**src/rtl/pix_fmt_pkg.sv**
```systemverilog
package pix_fmt_pkg;
  localparam int CH_W       = 8;
  localparam int WORD_W     = 32;
  localparam int WORD_BYTES = WORD_W / 8;
  localparam int STORE_BYTES = 2 * WORD_BYTES;
  localparam int STORE_W    = STORE_BYTES * 8;
  localparam int CNT_W      = $clog2(STORE_BYTES + 1);

  typedef enum logic [2:0] {
    IN_RGB15  = 3'd0,
    IN_RGB16  = 3'd1,
    IN_RGB24  = 3'd2,
    IN_RGB32  = 3'd3,
    IN_YUV444 = 3'd4,
    IN_YUV422 = 3'd5,
    IN_RSV6   = 3'd6,
    IN_RSV7   = 3'd7
  } in_fmt_e;

  typedef enum logic [1:0] {
    OUT_RGB15 = 2'd0,
    OUT_RGB16 = 2'd1,
    OUT_RGB24 = 2'd2,
    OUT_RGB32 = 2'd3
  } out_fmt_e;

  typedef struct packed {
    logic [CH_W-1:0] a;
    logic [CH_W-1:0] r;
    logic [CH_W-1:0] g;
    logic [CH_W-1:0] b;
  } rgba_t;

  // bytes taken from the store per source pixel (4:2:2 yields two pixels per 4 bytes)
  function automatic logic [CNT_W-1:0] src_bytes(input in_fmt_e f);
    case (f)
      IN_RGB15, IN_RGB16: return CNT_W'(2);
      IN_RGB24:           return CNT_W'(3);
      default:            return CNT_W'(WORD_BYTES);
    endcase
  endfunction

  function automatic logic [CH_W-1:0] widen5(input logic [4:0] c);
    return {c, c[4:2]};
  endfunction

  function automatic logic [CH_W-1:0] widen6(input logic [5:0] c);
    return {c, c[5:4]};
  endfunction

  function automatic logic [CH_W-1:0] sat8(input int v);
    if (v < 0) return '0;
    else if (v > 255) return '1;
    else return v[CH_W-1:0];
  endfunction
endpackage

```
**src/rtl/pfc_unpack.sv**
```systemverilog
module pfc_unpack
  import pix_fmt_pkg::*;
(
  input  logic              clk,
  input  logic              rst_n,
  input  in_fmt_e           fmt,
  input  logic              in_valid,
  output logic              in_ready,
  input  logic [WORD_W-1:0] in_data,
  output logic              pix_valid,
  input  logic              pix_ready,
  output logic [WORD_W-1:0] pix_bytes,
  output logic              pix_half
);
  logic [STORE_W-1:0] store_q, store_sh, word_ext;
  logic [CNT_W-1:0]   cnt_q, cnt_rem, size;
  logic               half_q;
  in_fmt_e            fmt_q;
  logic               chg, pix_fire, consume, in_fire, is422;

  always_comb begin
    size      = src_bytes(fmt);
    is422     = (fmt == IN_YUV422);
    chg       = (fmt != fmt_q);
    pix_valid = !chg && (cnt_q >= size);
    pix_fire  = pix_valid && pix_ready;
    // the first half of a 4:2:2 word leaves its bytes in place for the second
    consume   = pix_fire && !(is422 && !half_q);
    cnt_rem   = consume ? cnt_q - size : cnt_q;
    store_sh  = consume ? store_q >> {size, 3'b000} : store_q;
    in_ready  = !chg && (cnt_rem < size);
    in_fire   = in_valid && in_ready;
    word_ext  = STORE_W'(in_data) << {cnt_rem, 3'b000};
    pix_bytes = store_q[WORD_W-1:0];
    pix_half  = half_q;
  end

  always_ff @(posedge clk) begin
    if (!rst_n) begin
      store_q <= '0;
      cnt_q   <= '0;
      half_q  <= 1'b0;
      fmt_q   <= IN_RGB32;
    end else if (chg) begin
      store_q <= '0;
      cnt_q   <= '0;
      half_q  <= 1'b0;
      fmt_q   <= fmt;
    end else begin
      store_q <= in_fire ? (store_sh | word_ext) : store_sh;
      cnt_q   <= in_fire ? cnt_rem + CNT_W'(WORD_BYTES) : cnt_rem;
      if (pix_fire) half_q <= is422 && !half_q;
    end
  end
endmodule

```
**src/rtl/pfc_yuv2rgb.sv**
```systemverilog
module pfc_yuv2rgb
  import pix_fmt_pkg::*;
#(
  parameter int K_RV = 359,
  parameter int K_GU = 88,
  parameter int K_GV = 183,
  parameter int K_BU = 454,
  parameter int FRAC = 8
) (
  input  logic [CH_W-1:0] y,
  input  logic [CH_W-1:0] u,
  input  logic [CH_W-1:0] v,
  output logic [CH_W-1:0] r,
  output logic [CH_W-1:0] g,
  output logic [CH_W-1:0] b
);
  localparam int RND = 1 << (FRAC - 1);
  localparam int MID = 1 << (CH_W - 1);

  int du, dv, yi, ri, gi, bi;

  always_comb begin
    yi = int'(y);
    du = int'(u) - MID;
    dv = int'(v) - MID;
    ri = yi + ((K_RV * dv + RND) >>> FRAC);
    gi = yi + ((-K_GU * du - K_GV * dv + RND) >>> FRAC);
    bi = yi + ((K_BU * du + RND) >>> FRAC);
    r  = sat8(ri);
    g  = sat8(gi);
    b  = sat8(bi);
  end
endmodule

```
**src/rtl/pfc_decode.sv**
```systemverilog
module pfc_decode
  import pix_fmt_pkg::*;
(
  input  in_fmt_e           fmt,
  input  logic [WORD_W-1:0] bytes,
  input  logic              half,
  output rgba_t             pix
);
  logic [CH_W-1:0] ysel, usel, vsel, yr, yg, yb;

  pfc_yuv2rgb u_yuv (
    .y(ysel), .u(usel), .v(vsel),
    .r(yr), .g(yg), .b(yb)
  );

  always_comb begin
    if (fmt == IN_YUV422) begin
      ysel = half ? bytes[23:16] : bytes[7:0];
      usel = bytes[15:8];
      vsel = bytes[31:24];
    end else begin
      ysel = bytes[23:16];
      usel = bytes[15:8];
      vsel = bytes[7:0];
    end

    case (fmt)
      IN_RGB15: pix = '{a: '1, r: widen5(bytes[14:10]),
                        g: widen5(bytes[9:5]), b: widen5(bytes[4:0])};
      IN_RGB16: pix = '{a: '1, r: widen5(bytes[15:11]),
                        g: widen6(bytes[10:5]), b: widen5(bytes[4:0])};
      IN_RGB24: pix = '{a: '1, r: bytes[23:16], g: bytes[15:8], b: bytes[7:0]};
      IN_YUV444,
      IN_YUV422: pix = '{a: '1, r: yr, g: yg, b: yb};
      default:  pix = bytes;
    endcase
  end
endmodule

```
**src/rtl/pfc_out_stage.sv**
```systemverilog
module pfc_out_stage
  import pix_fmt_pkg::*;
(
  input  logic              clk,
  input  logic              rst_n,
  input  out_fmt_e          fmt,
  input  logic              pix_valid,
  output logic              pix_ready,
  input  rgba_t             pix,
  output logic              out_valid,
  input  logic              out_ready,
  output logic [WORD_W-1:0] out_data
);
  logic [WORD_W-1:0] packed_w;

  always_comb begin
    pix_ready = !out_valid || out_ready;
    case (fmt)
      OUT_RGB15: packed_w = WORD_W'({pix.r[7:3], pix.g[7:3], pix.b[7:3]});
      OUT_RGB16: packed_w = WORD_W'({pix.r[7:3], pix.g[7:2], pix.b[7:3]});
      OUT_RGB24: packed_w = WORD_W'({pix.r, pix.g, pix.b});
      default:   packed_w = pix;
    endcase
  end

  always_ff @(posedge clk) begin
    if (!rst_n) begin
      out_valid <= 1'b0;
      out_data  <= '0;
    end else if (pix_ready) begin
      out_valid <= pix_valid;
      if (pix_valid) out_data <= packed_w;
    end
  end
endmodule

```
**src/rtl/pix_fmt_conv.sv**
```systemverilog
module pix_fmt_conv
  import pix_fmt_pkg::*;
(
  input  logic              clk,
  input  logic              rst_n,
  input  logic [2:0]        in_fmt,
  input  logic [1:0]        out_fmt,
  input  logic              in_valid,
  output logic              in_ready,
  input  logic [WORD_W-1:0] in_data,
  output logic              out_valid,
  input  logic              out_ready,
  output logic [WORD_W-1:0] out_data
);
  in_fmt_e           ifmt;
  out_fmt_e          ofmt;
  logic              pix_valid, pix_ready, pix_half;
  logic [WORD_W-1:0] pix_bytes;
  rgba_t             pix;

  assign ifmt = in_fmt_e'(in_fmt);
  assign ofmt = out_fmt_e'(out_fmt);

  pfc_unpack u_unpack (
    .clk, .rst_n, .fmt(ifmt),
    .in_valid, .in_ready, .in_data,
    .pix_valid, .pix_ready, .pix_bytes, .pix_half
  );

  pfc_decode u_decode (
    .fmt(ifmt), .bytes(pix_bytes), .half(pix_half), .pix
  );

  pfc_out_stage u_out (
    .clk, .rst_n, .fmt(ofmt),
    .pix_valid, .pix_ready, .pix,
    .out_valid, .out_ready, .out_data
  );
endmodule

```
**config.mk**
```make
export PLATFORM = sky130hd
export DESIGN_NAME = pix_fmt_conv
export DESIGN_NICKNAME = d
export VERILOG_FILES = /design/src/rtl/pix_fmt_pkg.sv /design/src/rtl/pfc_unpack.sv /design/src/rtl/pfc_yuv2rgb.sv /design/src/rtl/pfc_decode.sv /design/src/rtl/pfc_out_stage.sv /design/src/rtl/pix_fmt_conv.sv
export SDC_FILE = /design/constraint.sdc
export NUM_CORES = 1
export LEC_CHECK = 0
export BUFFER_PORTS_ARGS = -buffer_cell sky130_fd_sc_hd__buf_2
export CAP_MARGIN = 5
export CORE_AREA = 2 2 190 192
export DETAILED_ROUTE_END_ITERATION = 10
export DIE_AREA = 0 0 192 194
export PLACE_DENSITY = 0.64
export REMOVE_ABC_BUFFERS = 1
export SLEW_MARGIN = 20
export SYNTH_ARGS = -nofsm -noshare
export SYNTH_HDL_FRONTEND = slang
export SYNTH_SLANG_ARGS = --single-unit
```
**constraint.sdc**
```tcl
create_clock -name clk -period 21.9 [get_ports clk]
set_input_delay 2.19 -clock clk [delete_from_list [all_inputs] [get_ports clk]]
set_output_delay 2.19 -clock clk [all_outputs]
set_load 0.01 [all_outputs]
```
* Yosys cells after proc, flatten, opt, wreduce, memory -nomap -nowiden
Index checks and enable logic that the tools add are counted.
** Storage, ports and cells
- Latch bits :: 0
- Word-level logic and storage cells :: 73
- Memories :: 0
- Bits in writable memories :: 0
- Bits in registers :: 105
- Memory bits (read-only) :: 0
- Output and inout bits :: 34
** Operators by class
- Shift operators :: 2
- $mul :: 4
- Muxes and demuxes :: 16
- Bitwise logic cells :: 2
- Equality and inequality tests :: 7
- Add/sub/neg operators :: 11
- Divide/modulo/power cells :: 0
- Reductions and logical operators :: 17
- Order comparisons :: 8
** Operator list (number)
- $mux W64 :: 2
- $pmux W32 S4 :: 1
- $pmux W32 S3 :: 1
- $mux W8 :: 9
- $add A32 B9 Y32 const B :: 2
- $or A64 B64 Y64 :: 1
- $shl A32 B7 Y64 :: 1
- $shr A64 B6 Y64 :: 1
- $add A9 B24 Y25 :: 2
- $gt A25 B9 Y1 const B :: 2
- $lt A25 B1 Y1 const B :: 2
- $mul A5 B32 Y29 const A :: 1
- $mul A9 B32 Y31 const A :: 1
- $sub A32 B18 Y32 :: 1
- $add A19 B9 Y20 const B :: 1
- $mul A10 B9 Y19 const A :: 1
- $mul A9 B9 Y18 const A :: 1
- $sub A8 B8 Y9 const B :: 2
- $add A9 B12 Y13 :: 1
- $gt A13 B9 Y1 const B :: 1
- $lt A13 B1 Y1 const B :: 1
- $mux W4 :: 2
- $eq A3 B3 Y1 const B :: 2
- $logic_and A1 B1 Y1 :: 6
- other kinds (17) :: 22

* Logic depth before layout (Yosys ltp)
- Word-level depth :: 12
- Mapped depth :: 37
- Mapped depth without buffers :: 36

* Hierarchy
From an unflattened synthesis, not the netlist that was laid out.
** Unflattened totals
- Cell total of the unflattened synthesis :: 2153
- Area total of the unflattened synthesis :: 17539.3 µm²
** Modules (own cells, without submodules)
- pfc_yuv2rgb :: area each 9600.5 µm², instances 1, cells an instance 1171
- pfc_unpack :: area each 5500.3 µm², instances 1, cells an instance 691
- pfc_out_stage :: area each 1664.1 µm², instances 1, cells an instance 179
- pfc_decode :: area each 774.5 µm², instances 1, cells an instance 112

* Worst setup path before layout
Ideal clock, no wire load.
- Kind :: in2reg
- From :: in in_fmt[0]
- To :: reg u_out.out_data[5]
- Cell stages on the path :: 30
- Arrival time :: 10.136 ns
- Path slack :: 11.647 ns
- Library setup time :: 0.117 ns
- Path through :: clkbuf_1 -> nand3b_1 -> clkbuf_1 -> mux2i_1 -> fa_1 -> fa_1 -> ha_1 -> inv_1 -> fa_1 -> inv_1 -> fa_1 -> inv_1 -> ha_1 -> nand2_1 -> o21ai_0 -> nor2_1 -> xnor2_1 -> fa_1 -> a21o_1 -> a21oi_1 -> nor2b_1 -> o21ai_0 -> nand2_1 -> and4_1 -> and3_1 -> a31o_2 -> a22oi_1 -> a21oi_1 -> a211o_1 -> a32o_1
** Between the ends
- Cells in the longest elaborated chain, start to end :: 12
- Elaborated cells between the ends (all ways) :: 31
** RTL lines
- from (decl) :: line pix_fmt_conv.sv:6 : input logic [2:0] in_fmt,
- $eq A3 B3 Y1 :: line pfc_decode.sv:17, pfc_decode.sv:27
- $mux W8 :: line pfc_decode.sv:17 : if (fmt == IN_YUV422) begin
- $sub A8 B8 Y9 :: line pfc_yuv2rgb.sv:25 : dv = int'(v) - MID;
- $mul A9 B9 Y18 :: line pfc_yuv2rgb.sv:27 : gi = yi + ((-K_GU * du - K_GV * dv + RND) >>> FRAC);
- $sub A32 B18 Y32 :: line pfc_yuv2rgb.sv:27
- $add A32 B9 Y32 :: line pfc_yuv2rgb.sv:27
- $add A9 B24 Y25 :: line pfc_yuv2rgb.sv:27
- $gt A25 B9 Y1 :: line pix_fmt_pkg.sv:53 : else if (v > 255) return '1;
- $mux W8 :: line pix_fmt_pkg.sv:53
- $mux W8 :: line pix_fmt_pkg.sv:52 : if (v < 0) return '0;
- $pmux W32 S4 :: line pfc_decode.sv:27 : case (fmt)
- $pmux W32 S3 :: line pfc_out_stage.sv:18 : case (fmt)
- to (signal assigned) :: line pfc_out_stage.sv:32 : if (pix_valid) out_data <= packed_w;
- to (decl) :: line pfc_out_stage.sv:12 : output logic [WORD_W-1:0] out_data
Parallel ways exist; a longest one is shown, timed or not.
A chain may end at the register's enable or synchronous reset.

* Final worst setup path
- From :: in in_fmt[1]
- To :: reg u_out.out_data[5]
The elaborated chain is that of the path after synthesis.

==> impl_metrics.tcl <==
set metrics [dict create \
    status "completed" \
    antenna_cells 0 \
    power_frac_seq_pct 28.5 \
    fmax_ghz 0.0894 \
    core_area_um2 35200 \
    ctsHoldBuffers 0 \
    yosysMostFrequentCell "inv_1" \
    vdd_drop_max_uv 31.2 \
    cts_tree "built" \
    cpPeakStageDelay_ns 0.59 \
    synth_seq_cells 105 \
    worstPathArrival_ns 11.45 \
    clkTransAtPathRegs_ns 0.07 \
    multi_input_area_um2 12300 \
    ff2ff_setup_slack_ns 12.17 \
    vias 14900 \
    final-hold-violation-count 0 \
    drt-initial-drc-count 1219 \
    start_kind "input pin" \
    detail_route.vias_per_cell 6.01 \
    grt_pass1_vias 14600 \
    crit_fanout 38 \
    grt_util_all_layers_pct 26.7 \
    r2r_start "u_unpack.store_q[11]" \
    hold_depth 2 \
    start_util_pct 44.4 \
    cts-root-buf "clkbuf_16" \
    tightest_slew_ns 1.11 \
    max_cap_viol_count 0 \
    placed_cell_area_um2 16400 \
    p_sw_mw 0.281 \
    cts_buffer_depth 2 \
    synth_flop_cell "dfxtp_1" \
    yosys.area.top_type "ha_1" \
    internal_power_mw 0.398 \
    antenna_found_initial 0 \
    syn_inst 1997 \
    drt_first_pass_iters 6 \
    hp-start "u_out.out_data[1]" \
    p_per_area_nw_per_um2 40.8 \
    die_y_um 194 \
    period_needed_ns 11.19 \
    grt_overflow 0 \
    rsz0062_at_grt "no" \
    ys_warn_count 0 \
    hold_end "u_out.out_data[1]" \
    grt_first_pass_wirelength_um 78900 \
    die_w_um 192 \
    finalCritPeriodShare_pct 51.1 \
    clk_latency_ns 0.37 \
    place_hpwl_um 38300 \
    critical_path.slowest_cell "nand3b_1" \
    final_cell_area_um2 16700 \
    fin_skew_ns 0.0142 \
    timing.slew.headroom_pct 25.6 \
    drcViolationCount 0 \
    p_leak_nw 7.61 \
    slew_violations 0 \
    synthArstFlopShare_pct 0 \
    grt_max_degree 88 \
    seq_area_frac_synth_pct 13.4 \
    seq_area_um2 2100 \
    crit_top_cell "fa_1" \
    gp_congestion 0.935 \
    p_comb_share_pct 47.4 \
    synthTopCellsByArea "ha_1 (18%), dfxtp_1 (13%), fa_1 (12%), inv_1 (5.5%), a21oi_1 (5.1%)" \
    ios 75 \
    nets 2369 \
    row_count 69 \
    min_path_type "register to register" \
    cts_resized 0 \
    die-area_um2 37200 \
    portBuffers 74 \
    htreeDepth 3 \
    wl_um 49800 \
    r2r_end "u_out.out_data[5]" \
    wl_per_cell_um 20.1 \
    avgSynthCellArea_um2 7.83 \
    yosysUniqueCellTypes 90 \
    synth_commonest_cells "inv_1 (228), ha_1 (226), nand2_1 (187), a21oi_1 (158), nor2_1 (145)" \
    synth_top_area_share_pct 18.1 \
    fillerInstances 3579 \
    clkPwrFrac_pct 24.1 \
    finalSetupViolations 0 \
    synth_area_um2 15600 \
    drive_above_1_share_pct 7.24 \
    critPathRequiredTime_ns 22.16 \
    clock-sinks 105 \
    post_cts_buffers 0 \
    cts_buffers 9 \
    ant_nets 0 \
    rr_worst_depth 32 \
    syn_to_final_growth_pct 6.51 \
    crit_type "input pin to register" \
    end_kind "register" \
    synth_edf_count 0 \
    setup_tns_ns 0 \
    switching_share_pct 41.3 \
]
-- registers in the layout (all words and copies together), names as in the netlist --
signal             cells
u_out.out_data        32
u_out.out_valid        1
u_unpack.cnt_q         4
u_unpack.fmt_q         3
u_unpack.pix_half      1
u_unpack.store_q      64
-- cell usage in the layout, fill, tap and decap left out, types with 17 or more instances in the layout --
master / instances
a21o_1: 26
a21oi_1: 158
a221oi_1: 28
a22oi_1: 26
a31oi_1: 24
and2_1: 19
buf_2: 74
dfxtp_1: 105
fa_1: 91
ha_1: 226
inv_1: 228
mux2i_1: 47
nand2_1: 187
nand3_1: 32
nor2_1: 143
nor2b_1: 19
nor3_1: 41
o21a_1: 17
o21ai_0: 107
o22ai_1: 44
xnor2_1: 61
xor2_1: 27
-- per-stage QoR --
step / setup WS (ns) / hold slack [ns] / total power [mW] / utilization [%] / cells
3_5_place_dp: 10.43 / 0.453 / 0.513 / 46.5 / 2461
6_report: 10.71 / 0.459 / 0.679 / 47.3 / 2477
2_1_floorplan: 11.49 / 0.456 / 0.432 / - / 1911
5_1_grt: 10.01 / 0.502 / 0.721 / 47.3 / 2477
4_1_cts: 10.79 / 0.463 / 0.675 / 47.3 / 2477
3_3_place_gp: 10.86 / 0.450 / 0.509 / 46.5 / 2461
-- worst max-delay path, delay by kind of cell --
kind	cells	cell delay (ns)
adders and majority gates	7	3.24
AOI/OAI and AO/OA	9	2.51
and+or+nand+nor	7	1.66
buffers and inverters	5	1.05
muxes	1	0.59
xor gates and xnor gates	1	0.19
-- power by group through the flow --
stage / Clock (mW) / Combinational, mW / Sequential [mW]
finish: 0.163 / 0.322 / 0.194
CTS: 0.164 / 0.317 / 0.194
detailed placement: 0 / 0.315 / 0.198
floorplan: 0 / 0.234 / 0.198
global route: 0.170 / 0.357 / 0.194
global placement: 0 / 0.310 / 0.198
-- routing by layer --
metal | track usage, % | share of wire [%]
met2 | 45.5 | 47
met5 | 0 | 0
met3 | 3.29 | 6.0
met4 | 7.52 | 2.5
met1 | 35.4 | 44
-- logic make-up after synthesis --
family                     after synthesis  synth area share, %
DFF                                    105                 13.4
and+or+nand+nor                        527                 15.8
AOI/OAI and AO/OA                      580                 24.3
muxes                                   60                 3.94
adders and majority gates              317                 29.7
buffers and inverters                  318                 7.69
xor gates and xnor gates                90                 5.14
-- worst max path at each step --
stage          cells past startpoint       from  slack, ns                end
6_report                          30  in_fmt[1]      10.71  u_out.out_data[5]
5_1_grt                           30  in_fmt[1]      10.01  u_out.out_data[5]
3_5_place_dp                      30  in_fmt[1]      10.43  u_out.out_data[5]
2_1_floorplan                     15  in_fmt[2]      11.49           in_ready
3_3_place_gp                      30  in_fmt[1]      10.86  u_out.out_data[5]
4_1_cts                           30  in_fmt[1]      10.79  u_out.out_data[5]
-- area by class of cell --
class | count | share of cell area [%]
Multi-Input combinational cell | 1574 | 74.1
Inverter | 232 | 5.23
Tap cell | 461 | 3.46
Sequential cell | 105 | 12.6
Clock inverter | 4 | 0.210
Timing Repair Buffer | 89 | 2.90
Clock buffer | 12 | 1.48
(Power assumes the default switching activity.)
